==> src/rtl/ic_pkg.sv <==
package ic_pkg;
  localparam int ADDR_W    = 8;
  localparam int DATA_W    = 32;
  localparam int TRAP_W    = 8;
  localparam int TEST_BIT  = 19;
  localparam logic [ADDR_W-1:0] OFF_PEND = 8'h48;
  localparam logic [ADDR_W-1:0] OFF_MASK = 8'h4C;
  localparam logic [ADDR_W-1:0] OFF_CLR  = 8'h50;
  localparam logic [ADDR_W-1:0] OFF_FRC  = 8'h54;
  localparam logic [ADDR_W-1:0] OFF_TST  = 8'hD0;
  localparam logic [TRAP_W-1:0] TRAP_BASE = 8'h10;
endpackage

==> src/rtl/irq_edge_det.sv <==
module irq_edge_det #(
  parameter int NUM_SRC = 15
) (
  input  logic               clk_i,
  input  logic               rst_ni,
  input  logic [NUM_SRC:1]   src_i,
  output logic [NUM_SRC:0]   rise_o
);
  assign rise_o[0] = 1'b0;

  for (genvar i = 1; i <= NUM_SRC; i++) begin : g_bit
    logic src_q;
    always_ff @(posedge clk_i or negedge rst_ni) begin
      if (!rst_ni) src_q <= 1'b0;
      else         src_q <= src_i[i];
    end
    assign rise_o[i] = src_i[i] & ~src_q;
  end
endmodule

==> src/rtl/irq_pend_bank.sv <==
module irq_pend_bank #(
  parameter int NUM_SRC = 15,
  parameter int LVL_W   = 4
) (
  input  logic               clk_i,
  input  logic               rst_ni,
  input  logic [NUM_SRC:0]   set_i,
  input  logic [NUM_SRC:0]   clr_i,
  input  logic               ack_valid_i,
  input  logic [LVL_W-1:0]   ack_lvl_i,
  output logic [NUM_SRC:0]   pend_o
);
  assign pend_o[0] = 1'b0;

  for (genvar i = 1; i <= NUM_SRC; i++) begin : g_bit
    logic pend_q;
    logic ack_hit;
    assign ack_hit = ack_valid_i && (ack_lvl_i == LVL_W'(i));
    // set has priority so no edge is dropped
    always_ff @(posedge clk_i or negedge rst_ni) begin
      if (!rst_ni)                   pend_q <= 1'b0;
      else if (set_i[i])             pend_q <= 1'b1;
      else if (clr_i[i] || ack_hit)  pend_q <= 1'b0;
    end
    assign pend_o[i] = pend_q;
  end


  set_wins_chk: assert property (@(posedge clk_i) disable iff (!rst_ni)
    (set_i != '0) |=> ((pend_o & $past(set_i)) == $past(set_i)));


  ack_clears_chk: assert property (@(posedge clk_i) disable iff (!rst_ni)
    (ack_valid_i && ack_lvl_i != '0 && int'(ack_lvl_i) <= NUM_SRC && !set_i[ack_lvl_i])
      |=> !pend_o[$past(ack_lvl_i)]);


  clr_effect_chk: assert property (@(posedge clk_i) disable iff (!rst_ni)
    (clr_i != '0 && set_i == '0) |=> ((pend_o & $past(clr_i)) == '0));
endmodule

==> src/rtl/irq_prio_enc.sv <==
module irq_prio_enc #(
  parameter int NUM_SRC = 15,
  parameter int LVL_W   = 4
) (
  input  logic [NUM_SRC:0]  req_i,
  output logic [LVL_W-1:0]  lvl_o
);
  always_comb begin
    lvl_o = '0;
    for (int i = 1; i <= NUM_SRC; i++) begin
      if (req_i[i]) lvl_o = LVL_W'(i);
    end
  end
endmodule

==> src/rtl/prio_irq_ctrl.sv <==
module prio_irq_ctrl
  import ic_pkg::*;
#(
  parameter int NUM_SRC = 15,
  localparam int LVL_W  = $clog2(NUM_SRC + 1)
) (
  input  logic                clk_i,
  input  logic                rst_ni,
  input  logic [NUM_SRC:1]    src_i,
  input  logic                bus_we_i,
  input  logic [ADDR_W-1:0]   bus_addr_i,
  input  logic [DATA_W-1:0]   bus_wdata_i,
  output logic [DATA_W-1:0]   bus_rdata_o,
  input  logic                ack_valid_i,
  input  logic [LVL_W-1:0]    ack_level_i,
  output logic [LVL_W-1:0]    irq_level_o,
  output logic [TRAP_W-1:0]   trap_type_o
);
  logic [NUM_SRC:0] rise_vec, set_vec, clr_vec, pend_vec, mask_full, req_vec;
  logic [NUM_SRC:1] mask_q;
  logic             test_en_q;
  logic             wr_mask, wr_clr, wr_frc, wr_tst;

  assign wr_mask = bus_we_i && (bus_addr_i == OFF_MASK);
  assign wr_clr  = bus_we_i && (bus_addr_i == OFF_CLR);
  assign wr_frc  = bus_we_i && (bus_addr_i == OFF_FRC);
  assign wr_tst  = bus_we_i && (bus_addr_i == OFF_TST);

  always_ff @(posedge clk_i or negedge rst_ni) begin
    if (!rst_ni) begin
      mask_q    <= '1;
      test_en_q <= 1'b0;
    end else begin
      if (wr_mask) mask_q    <= bus_wdata_i[NUM_SRC:1];
      if (wr_tst)  test_en_q <= bus_wdata_i[TEST_BIT];
    end
  end

  irq_edge_det #(.NUM_SRC(NUM_SRC)) edge_i (
    .clk_i(clk_i), .rst_ni(rst_ni), .src_i(src_i), .rise_o(rise_vec)
  );

  always_comb begin
    set_vec = rise_vec;
    if (wr_frc && test_en_q) set_vec = set_vec | {bus_wdata_i[NUM_SRC:1], 1'b0};
    clr_vec = wr_clr ? bus_wdata_i[NUM_SRC:0] : '0;
  end

  irq_pend_bank #(.NUM_SRC(NUM_SRC), .LVL_W(LVL_W)) bank_i (
    .clk_i(clk_i), .rst_ni(rst_ni), .set_i(set_vec), .clr_i(clr_vec),
    .ack_valid_i(ack_valid_i), .ack_lvl_i(ack_level_i), .pend_o(pend_vec)
  );

  assign mask_full = {mask_q, 1'b0};
  assign req_vec   = pend_vec & ~mask_full;

  irq_prio_enc #(.NUM_SRC(NUM_SRC), .LVL_W(LVL_W)) enc_i (
    .req_i(req_vec), .lvl_o(irq_level_o)
  );

  assign trap_type_o = (irq_level_o == '0) ? '0 : TRAP_W'(irq_level_o) + TRAP_BASE;

  always_comb begin
    bus_rdata_o = '0;
    case (bus_addr_i)
      OFF_PEND: bus_rdata_o = DATA_W'(pend_vec);
      OFF_MASK: bus_rdata_o = DATA_W'(mask_full);
      OFF_TST:  bus_rdata_o[TEST_BIT] = test_en_q;
      default:  bus_rdata_o = '0;
    endcase
  end


  lvl_pending_chk: assert property (@(posedge clk_i) disable iff (!rst_ni)
    (irq_level_o != '0) |-> (pend_vec[irq_level_o] && !mask_q[irq_level_o]));


  lvl_highest_chk: assert property (@(posedge clk_i) disable iff (!rst_ni)
    ((req_vec >> irq_level_o) >> 1) == '0);


  frc_gate_chk: assert property (@(posedge clk_i) disable iff (!rst_ni)
    (wr_frc && !test_en_q && rise_vec == '0) |=> ((pend_vec & ~$past(pend_vec)) == '0));


  trap_idle_chk: assert property (@(posedge clk_i) disable iff (!rst_ni)
    (irq_level_o == '0) |-> (trap_type_o == '0));
endmodule

==> config.mk <==
export PLATFORM = sky130hd
export DESIGN_NAME = prio_irq_ctrl
export DESIGN_NICKNAME = d
export VERILOG_FILES = /design/src/rtl/ic_pkg.sv /design/src/rtl/irq_edge_det.sv /design/src/rtl/irq_pend_bank.sv /design/src/rtl/irq_prio_enc.sv /design/src/rtl/prio_irq_ctrl.sv
export SDC_FILE = /design/constraint.sdc
export NUM_CORES = 1
export LEC_CHECK = 0
export CORE_ASPECT_RATIO = 1.25
export CORE_MARGIN = 10
export CORE_UTILIZATION = 45
export CTS_BUF_LIST = sky130_fd_sc_hd__clkbuf_4
export CTS_CLUSTER_SIZE = 10
export DETAILED_ROUTE_END_ITERATION = 12
export DONT_BUFFER_PORTS = 1
export PLACE_DENSITY = 0.63
export SLEW_MARGIN = 20
export SYNTH_ARGS = -nofsm -noshare
export SYNTH_HDL_FRONTEND = slang
export SYNTH_HIERARCHICAL = 1
export SYNTH_SLANG_ARGS = --single-unit
==> constraint.sdc <==
create_clock -name clk_i -period 6 [get_ports clk_i]
set_input_delay 1.2 -clock clk_i [delete_from_list [all_inputs] [get_ports clk_i]]
set_output_delay 1.2 -clock clk_i [all_outputs]
set_load 0.005 [all_outputs]
==> results.ini, run 1 <==
[setup_path]
endpoint_kind = output port
startpoint = mask_q[11]
worstSetupStartpointType = flop
crit_buf_inv = 0
arrival_ns = 2.39
critPathRequiredTime_ns = 4.80
worstPathMaxFanout = 4
cp_slowest_stage_delay_ns = 0.61
worst-setup-path-type = flop to output port
worstPathCellList = nor2b_1, or3b_1, a311oi_1, a31oi_1, or4_1
slowest_stage = or4_1
reg2reg_slack_ns = 4.05
timing.rr.start = test_en_q
cp_top_family = simple AND/OR/NAND/NOR gates

[final_layout]
utilization_pct = 45.1
diodes = 0
nets = 330
area_growth_pct = -3.60
final_layout_size_suffix_gt1_share_pct = 25.7
fillers = 647

[synthesis]
avgSynthCellArea_sq_um = 10.7
yosys_warnings = 6
synth_area_sq_um = 3090
syn_inst = 290

[drt]
vias_per_cell = 5.38
drc = 0
num_vias = 1909
detail-route-antenna-nets = 0
drt_iter0_drc = 72
wl_mm = 6.94
drt_first_pass_iters = 4
wl_per_cell_microns = 19.5

[sta]
hold_viol_final = 0
slew_headroom_pct = 31.5
setup_tns_ns = 0
fin_crit_ns = 3.59
fin_skew_ns = 0.0130
rsz0062_at_grt = no
finalCritPeriodShare_pct = 59.9
setup_viol = 0
max_slew.worst_pin.slew_ns = 1.02
max_freq_mhz = 278
finalMaxSlewViolations = 0

[global_routing]
grt_pass1_wl_mm = 10.7
first_global_vias = 1931
grt.total_usage_pct = 12.9
grt_max_degree = 47
antenna_found_initial = 0
grt_overflow = 0

[floorplanning]
die_height_microns = 113
rows = 33
core_sq_um = 6610
dieArea_sq_um = 10600
io_pins = 107
fp.dieW_microns = 94.1
start_util_pct = 46.8

[run]
drv_cap = 0

[clocking]
cts_buffers = 5
clk_latency_ns = 0.36
cts_sinks = 46
htree_levels = 2
clockBufferDepth = 2
cts_tree = done
cts-hold-fix-buffers = 0
cts-root-buf = clkbuf_4
clk_pin_slew_ns = 0.14
cts_resized = 0
postCtsSetupBuffers = 0

[power_and_ir_drop]
p_leak_uw = 0.00130
p_per_area_nw_per_um2 = 189
peakVddDrop_v = 0.0000813

[status]
status = finished, final reports clean

[placement]
io_buffers = 0
place_hpwl_mm = 5.09
place_congestion = 0.775

[hold_path]
hold_class = primary input to async pin

[sequential cells by signal (all words and copies together), names as in the netlist]
register             count
bank_i/g_bit.pend_q     15
edge_i/g_bit.src_q      15
test_en_q                1
mask_q                  15
[cell usage in the layout (no fill, tap or decap), types with 6 or more instances in the layout]
cell type  instances
nor2b_1           31
dfrtp_1           31
nor2_1            23
conb_1            19
mux2_2            16
mux2i_1           15
and2_1            15
a2bb2oi_1         15
nor2b_4           15
dfstp_2           15
a21o_1            10
nor3b_2            6
[metal layers]
layer | up-vias | GRT usage [%] | part of all wire [%]
met5 | - | 0 | 0
met4 | 0 | 3.86 | 1.6
met3 | 7 | 4.67 | 9.8
met2 | 63 | 21.3 | 49
met1 | 940 | 15.2 | 39
li1 | 899 | - | -
[worst reg2reg max path, delay by kind of cell, from the launching register on]
family,cells,cell delay (ns)
flops,1,0.40
simple gates,3,1.06
compound gates,2,0.41
[power by group]
group	switching, uW	internal (uW)	leakage, uW
registers	12.1	331	0.000484
clock network	100	42.1	0.0000277
logic	31.8	44.4	0.000788
total	144	418	0.00130
[through the flow]
stage	worst slack, ns	cell area (sq um)	total power (uW)	instances	hold slack [ns]
2_1_floorplan	2.77	3150	438	307	0.503
3_3_place_gp	2.44	2930	423	347	0.520
4_1_cts	2.37	2980	571	355	0.487
5_1_grt	2.28	2980	592	355	0.476
6_report	2.41	2980	562	355	0.510
3_5_place_dp	2.40	2930	425	347	0.533
[path summary, 6_finish.rpt]
path / to / depth (start not counted)
min in group clk_i: test_en_q / 1
setup / recovery: trap_type_o[4] / 5
max in group asynchronous: mask_q[11] / 0
hold reg to reg: test_en_q / 1
setup reg to reg: bank_i/g_bit[11].pend_q / 5
hold / removal: bank_i/g_bit[2].pend_q / 0
[cell type report]
class	instances	area (sq um)	share of cell area, %
well taps	87	109	3.66
multi-input cells	213	1650	55.3
flip-flops and latches	46	1170	39.3
clock inverters	3	11.3	0.378
clock buffers	5	37.5	1.26
inverters	1	3.75	0.126
(Power assumes the default switching activity.)
==> run 2, diff against run 1 <==
==> constraint.sdc (replaced) <==
create_clock -name clk_i -period 3.4 [get_ports clk_i]
set_input_delay 0.68 -clock clk_i [delete_from_list [all_inputs] [get_ports clk_i]]
set_output_delay 0.68 -clock clk_i [all_outputs]
set_load 0.005 [all_outputs]
==> run 2 against run 1 <==
Count of clock-buffer cells in the layout increased by 2. Highest routed layer unchanged. Critical endpoint unchanged. Sequential share of layout area is 0.46 points lower. Setup slack worse by 2.1 ns. Largest power group unchanged. Non-clock buffer count is 2 higher.
==> results.ini, run 2 (synthesized netlist as in run 1, its figures left out) <==
[power_and_ir_drop]
p_int_uw = 762  ; +82%
clkPwrFrac_pct = 26.2  ; +0.9 points
pwr-share-comb_pct = 14.2  ; +0.6 points
p_sw_uw = 256  ; +78%
p_sw_share_pct = 25.2  ; -0.49 points
seqPwrFrac_pct = 59.6  ; -1.5 points
peakVddDrop_v = 0.000169  ; +110%
p_leak_uw = 0.00132  ; +1.6%
p_per_area_nw_per_um2 = 338  ; +79%
power_uw = 1020  ; +81%

[placement]
place_hpwl_mm = 5.09  ; +0.14%
dp_slack_ns = 0.733  ; -1.67 ns
dpl-instance-area_sq_um = 2940  ; +0.26%
io_buffers = 0  ; unchanged
place_congestion = 0.773  ; -0.36%

[floorplanning]
io_pins = 107  ; unchanged
dieArea_sq_um = 10600  ; unchanged
rows = 33  ; unchanged
core_sq_um = 6610  ; unchanged
start_util_pct = 46.8  ; unchanged
fp.dieW_microns = 94.1  ; unchanged
die_height_microns = 113  ; unchanged

[final_layout]
design_area_sq_um = 3010  ; +1.2%
utilization_pct = 45.6  ; +0.53 points
fillers = 645  ; -0.31%
nets = 332  ; +0.61%
multiInputGateArea_sq_um = 1650  ; unchanged
diodes = 0  ; unchanged
layout_common_cells = nor2b_1 (31), dfrtp_1 (31), nor2_1 (23)
final_layout_size_suffix_gt1_share_pct = 27.0  ; +1.3 points
area_growth_pct = -2.47
largest_registers = bank_i/g_bit.pend_q (15), edge_i/g_bit.src_q (15), mask_q (15)
register_area_sq_um = 1170  ; unchanged

[global_routing]
grt_overflow = 0  ; unchanged
antenna_found_initial = 0  ; unchanged
first_global_vias = 1955  ; +1.2%
grt_max_degree = 32  ; -32%
grt.total_usage_pct = 13.4  ; +0.49 points
grt_pass1_wl_mm = 11.1  ; +3.5%

[sta]
finalWorstSetupSlack_ns = 0.352  ; -2.06 ns
slew_headroom_pct = 46.1  ; +15 points
hold_viol_final = 0  ; unchanged
fin_crit_ns = 3.05
setup_tns_ns = 0  ; unchanged
rsz0062_at_grt = no
fin_skew_ns = 0.00848  ; -0.00455 ns
max_slew.worst_pin.slew_ns = 0.802  ; -0.218 ns
finalCritPeriodShare_pct = 89.7
setup_viol = 0  ; unchanged
finalMaxSlewViolations = 0  ; unchanged
max_freq_mhz = 328

[clocking]
cts_buffers = 5  ; unchanged
clk_latency_ns = 0.35  ; about the same
clockBufferDepth = 2  ; unchanged
htree_levels = 2  ; unchanged
cts_resized = 0  ; unchanged
cts_sinks = 46  ; unchanged
clk_pin_slew_ns = 0.14  ; about the same
cts-root-buf = clkbuf_4
cts_tree = done

[setup_path]
worstPathCellList = nor2b_1, nor2_1, o311ai_1, a311o_1, or4_1
timing.rr.start = test_en_q
reg2reg_slack_ns = 1.92  ; -2.13 ns
arrival_ns = 2.37  ; -0.02 ns
critPathRequiredTime_ns = 2.72  ; -2.08 ns
endpoint_kind = output port
worst-setup-path-type = flop to output port
slowest_stage = or4_1
worstSetupStartpointType = flop
worstPathMaxFanout = 4  ; unchanged
cp_slowest_stage_delay_ns = 0.57  ; -0.04 ns
worstRegToRegCells = 6  ; +1
cp-endpoint = trap_type_o[4]
startpoint = mask_q[11]
reg2reg_to = bank_i/g_bit[11].pend_q
cp_top_family = simple AND/OR/NAND/NOR gates
crit_cells = 5  ; unchanged
crit_buf_inv = 0  ; unchanged

[drt]
detail-route-antenna-nets = 0  ; unchanged
drt_iter0_drc = 72  ; unchanged
drc = 0  ; unchanged
drt_first_pass_iters = 4  ; unchanged
vias_per_cell = 5.22  ; -2.9%
wl_per_cell_microns = 19.6  ; +0.47%
num_vias = 1865  ; -2.3%
wl_mm = 7.01  ; +1.0%

[status]
status = finished, final reports clean

[hold_path]
hold_class = primary input to async pin

[run]
drv_cap = 0  ; unchanged

## run 2: changes by cell type in the layout (fill, tap and decap cells not counted), sizes merged
cell / previous run / this run
clkinv: 3 / 1
buf: 0 / 2
clkbuf: 5 / 7
## run 2: worst reg2reg max path: stages (launching register included)
cell and delay (ns):
dfrtp_1 0.38, nand2_1 0.09, nor4_4 0.13, buf_4 0.29
a21o_2 0.17, and3b_2 0.19, a2bb2oi_1 0.17
## run 2: layer usage
| layer | track usage (%) | vias up | routed length, microns |
|---|---|---|---|
| li1 | - | 905 | - |
| met1 | 16.0 | 897 | 2840 |
| met2 | 22.0 | 61 | 3400 |
| met3 | 5.07 | 2 | 737 |
| met4 | 3.35 | 0 | 34 |
| met5 | 0 | - | 0 |
## run 2: worst min-delay path by stage
stage                                    to  slack [ns]  depth (start not counted)
floorplan           bank_i/g_bit[10].pend_q        0.38                          0
global placement      edge_i/g_bit[5].src_q        0.39                          0
detailed placement    edge_i/g_bit[5].src_q        0.39                          0
CTS                  bank_i/g_bit[8].pend_q        0.12                          1
global route                      mask_q[8]        0.11                          0
finish                edge_i/g_bit[8].src_q        0.14                          1
## run 2: area by class of cell
| type | instances | share of cell area (%) |
|---|---|---|
| multi-input cells | 213 | 54.7 |
| flip-flops and latches | 46 | 38.8 |
| well taps | 87 | 3.61 |
| clock buffers | 7 | 1.74 |
| repair buffers | 2 | 0.914 |
| clock inverters | 1 | 0.125 |
| inverters | 1 | 0.125 |
## run 2: per-stage QoR
step | hold slack, ns | cells
final | 0.139 | 357
after global routing | 0.106 | 357
after CTS | 0.118 | 357
after detailed placement | 0.386 | 348
after global placement | 0.386 | 348
after floorplan | 0.384 | 307
## run 2: power groups by stage
stage	clock [uW]	sequential, uW	combinational (uW)
3_5_place_dp	0	617	134
3_3_place_gp	0	615	132
5_1_grt	303	611	162
4_1_cts	284	607	145
2_1_floorplan	0	610	162
6_report	267	607	145
## run 2: repair_timing
item                                   4_1_cts  5_1_grt
buffers inserted                             0        0
endpoints found under the hold margin       31        0
hold buffers                                 1        0
==> run 3, diff against run 2 <==
--- a/config.mk
+++ b/config.mk
@@ -13,6 +13,7 @@
 export DETAILED_ROUTE_END_ITERATION = 12
 export DONT_BUFFER_PORTS = 1
 export PLACE_DENSITY = 0.63
+export SETUP_SLACK_MARGIN = 0.5
 export SLEW_MARGIN = 20
 export SYNTH_ARGS = -nofsm -noshare
 export SYNTH_HDL_FRONTEND = slang
==> run 3 against run 2 <==
Via count is 0.91% higher. Routed wire length is 0.93% higher. Critical endpoint unchanged. Total power is 1.0% higher. Worst hold slack hardly changed. Count of clock-buffer cells in the layout stayed put. Critical path depth stayed put. Fmax is 6.1% higher. Cell area is 2.2% higher.
==> results.ini, run 3 (synthesized netlist as in run 1, its figures left out) <==
[sta]
setup_tns_ns = 0  ; unchanged
finalCritPeriodShare_pct = 84.5  ; -5.2 points
hold_viol_final = 0  ; unchanged
fin_skew_ns = 0.00891  ; +0.000427 ns
finalMaxSlewViolations = 0  ; unchanged
rsz0062_at_grt = yes
fin_crit_ns = 2.87  ; -0.176 ns
slew_headroom_pct = 46.4  ; +0.28 points
max_slew.worst_pin.slew_ns = 0.798  ; -0.00421 ns
max_freq_mhz = 348  ; +6.1%
setup_viol = 0  ; unchanged

[global_routing]
grt_pass1_wl_mm = 11.3  ; +2.1%
grt_max_degree = 32  ; unchanged
first_global_vias = 2011  ; +2.9%
antenna_found_initial = 0  ; unchanged
grt_overflow = 0  ; unchanged
grt.total_usage_pct = 13.6  ; +0.22 points

[floorplanning]
rows = 33  ; unchanged
core_sq_um = 6610  ; unchanged
io_pins = 107  ; unchanged
fp.dieW_microns = 94.1  ; unchanged
die_height_microns = 113  ; unchanged
start_util_pct = 46.8  ; unchanged
dieArea_sq_um = 10600  ; unchanged

[power_and_ir_drop]
p_leak_uw = 0.00135  ; +2.6%
peakVddDrop_v = 0.000164  ; -2.7%
p_per_area_nw_per_um2 = 334  ; -1.1%

[setup_path]
cp_slowest_stage_delay_ns = 0.55  ; -0.02 ns
reg2reg_slack_ns = 1.94  ; +0.02 ns
arrival_ns = 2.19  ; -0.18 ns
endpoint_kind = output port
slowest_stage = dfstp_2
worstPathCellList = nor2b_1, or3b_1, a311oi_2, a31oi_2, or4_4
worst-setup-path-type = flop to output port
startpoint = mask_q[11]
worstPathMaxFanout = 4  ; unchanged
timing.rr.start = test_en_q
worstSetupStartpointType = flop
critPathRequiredTime_ns = 2.72  ; about the same

[clocking]
cts_sinks = 46  ; unchanged
clk_pin_slew_ns = 0.14  ; about the same
htree_levels = 2  ; unchanged
clk_latency_ns = 0.35  ; about the same
cts_buffers = 5  ; unchanged
cts_tree = done
clockBufferDepth = 2  ; unchanged
cts-root-buf = clkbuf_4

[final_layout]
final_layout_size_suffix_gt1_share_pct = 30.8  ; +3.7 points
largest_registers = bank_i/g_bit.pend_q (15), edge_i/g_bit.src_q (15), mask_q (15)
layout.cells.most_common = dfrtp_1
nets = 335  ; +0.90%
diodes = 0  ; unchanged
design_area_sq_um = 3080  ; +2.2%
layout_common_cells = dfrtp_1 (31), nor2b_1 (28), nor2_1 (22)
area_growth_pct = -0.365

[run]
drv_cap = 0  ; unchanged

[drt]
wl_per_cell_microns = 19.7  ; about the same
wl_mm = 7.08  ; +0.93%
drt_first_pass_iters = 4  ; unchanged
drc = 0  ; unchanged
detail-route-antenna-nets = 0  ; unchanged
vias_per_cell = 5.23  ; about the same
num_vias = 1882  ; +0.91%
drt_iter0_drc = 97  ; +35%

[placement]
place_hpwl_mm = 5.09  ; unchanged
place_congestion = 0.773  ; unchanged
dpl-instance-area_sq_um = 2940  ; unchanged
io_buffers = 0  ; unchanged

[status]
status = finished, final reports clean

[hold_path]
hold_class = primary input to async pin

run 3: cell count changes in the layout (fill, tap and decap cells not counted), sizes merged:
| cell | before | now |
|---|---|---|
| buf | 2 | 5 |
run 3: critical path, delay by kind of cell, from the launching register on:
kind	cells	cell delay [ns]
compound gates	2	0.37
simple gates	3	0.92
flops	1	0.55
run 3: through the flow:
stage               cells  utilization (%)  setup WS [ns]  power, uW  hold slack, ns
finish                360             46.6          0.527       1030           0.139
global route          360             46.6          0.412       1090           0.106
CTS                   360             46.6          0.500       1050           0.118
detailed placement    348             44.5          0.733        750           0.386
global placement      348             44.5          0.749        748           0.386
floorplan             307                -          0.851        772           0.384
run 3: final cells by class:
cell class / count / area (sq um)
fillers: 638 / 3530
repair buffers: 5 / 50.0
well taps: 87 / 109
flip-flops and latches: 46 / 1170
multi-input cells: 213 / 1690
inverters: 1 / 3.75
clock buffers: 7 / 52.6
clock inverters: 1 / 3.75
run 3: report_power, final:
part / leakage (uW) / total, uW / switching, uW / internal [uW]
Sequential: 0.000484 / 607 / 22.3 / 585
Combinational: 0.000836 / 155 / 68.8 / 85.8
Clock: 0.0000338 / 267 / 171 / 95.9
run 3: repair_timing:
action                                  in CTS  in global routing
pin swaps                                    6                  0
gates resized for setup                     11                  1
setup buffers                                3                  0
hold buffers                                 1                  0
endpoints found under the setup margin       1                  1
hold endpoints to repair                    31                  0
run 3: final timing paths:
path / end / cells after the start
hold reg to reg: test_en_q / 1
setup reg to reg: bank_i/g_bit[7].pend_q / 6
hold / removal: edge_i/g_bit[8].src_q / 1
max in group asynchronous: bank_i/g_bit[15].pend_q / 1
setup / recovery: trap_type_o[4] / 5
min in group clk_i: edge_i/g_bit[8].src_q / 0
run 3: layer usage:
layer  GRT usage (%)  wire (microns)  up-vias
li1                -               -      910
met4            3.35              34        0
met5               0               0        -
met1            16.4            2850      909
met2            22.4            3470       61
met3            4.93             724        2
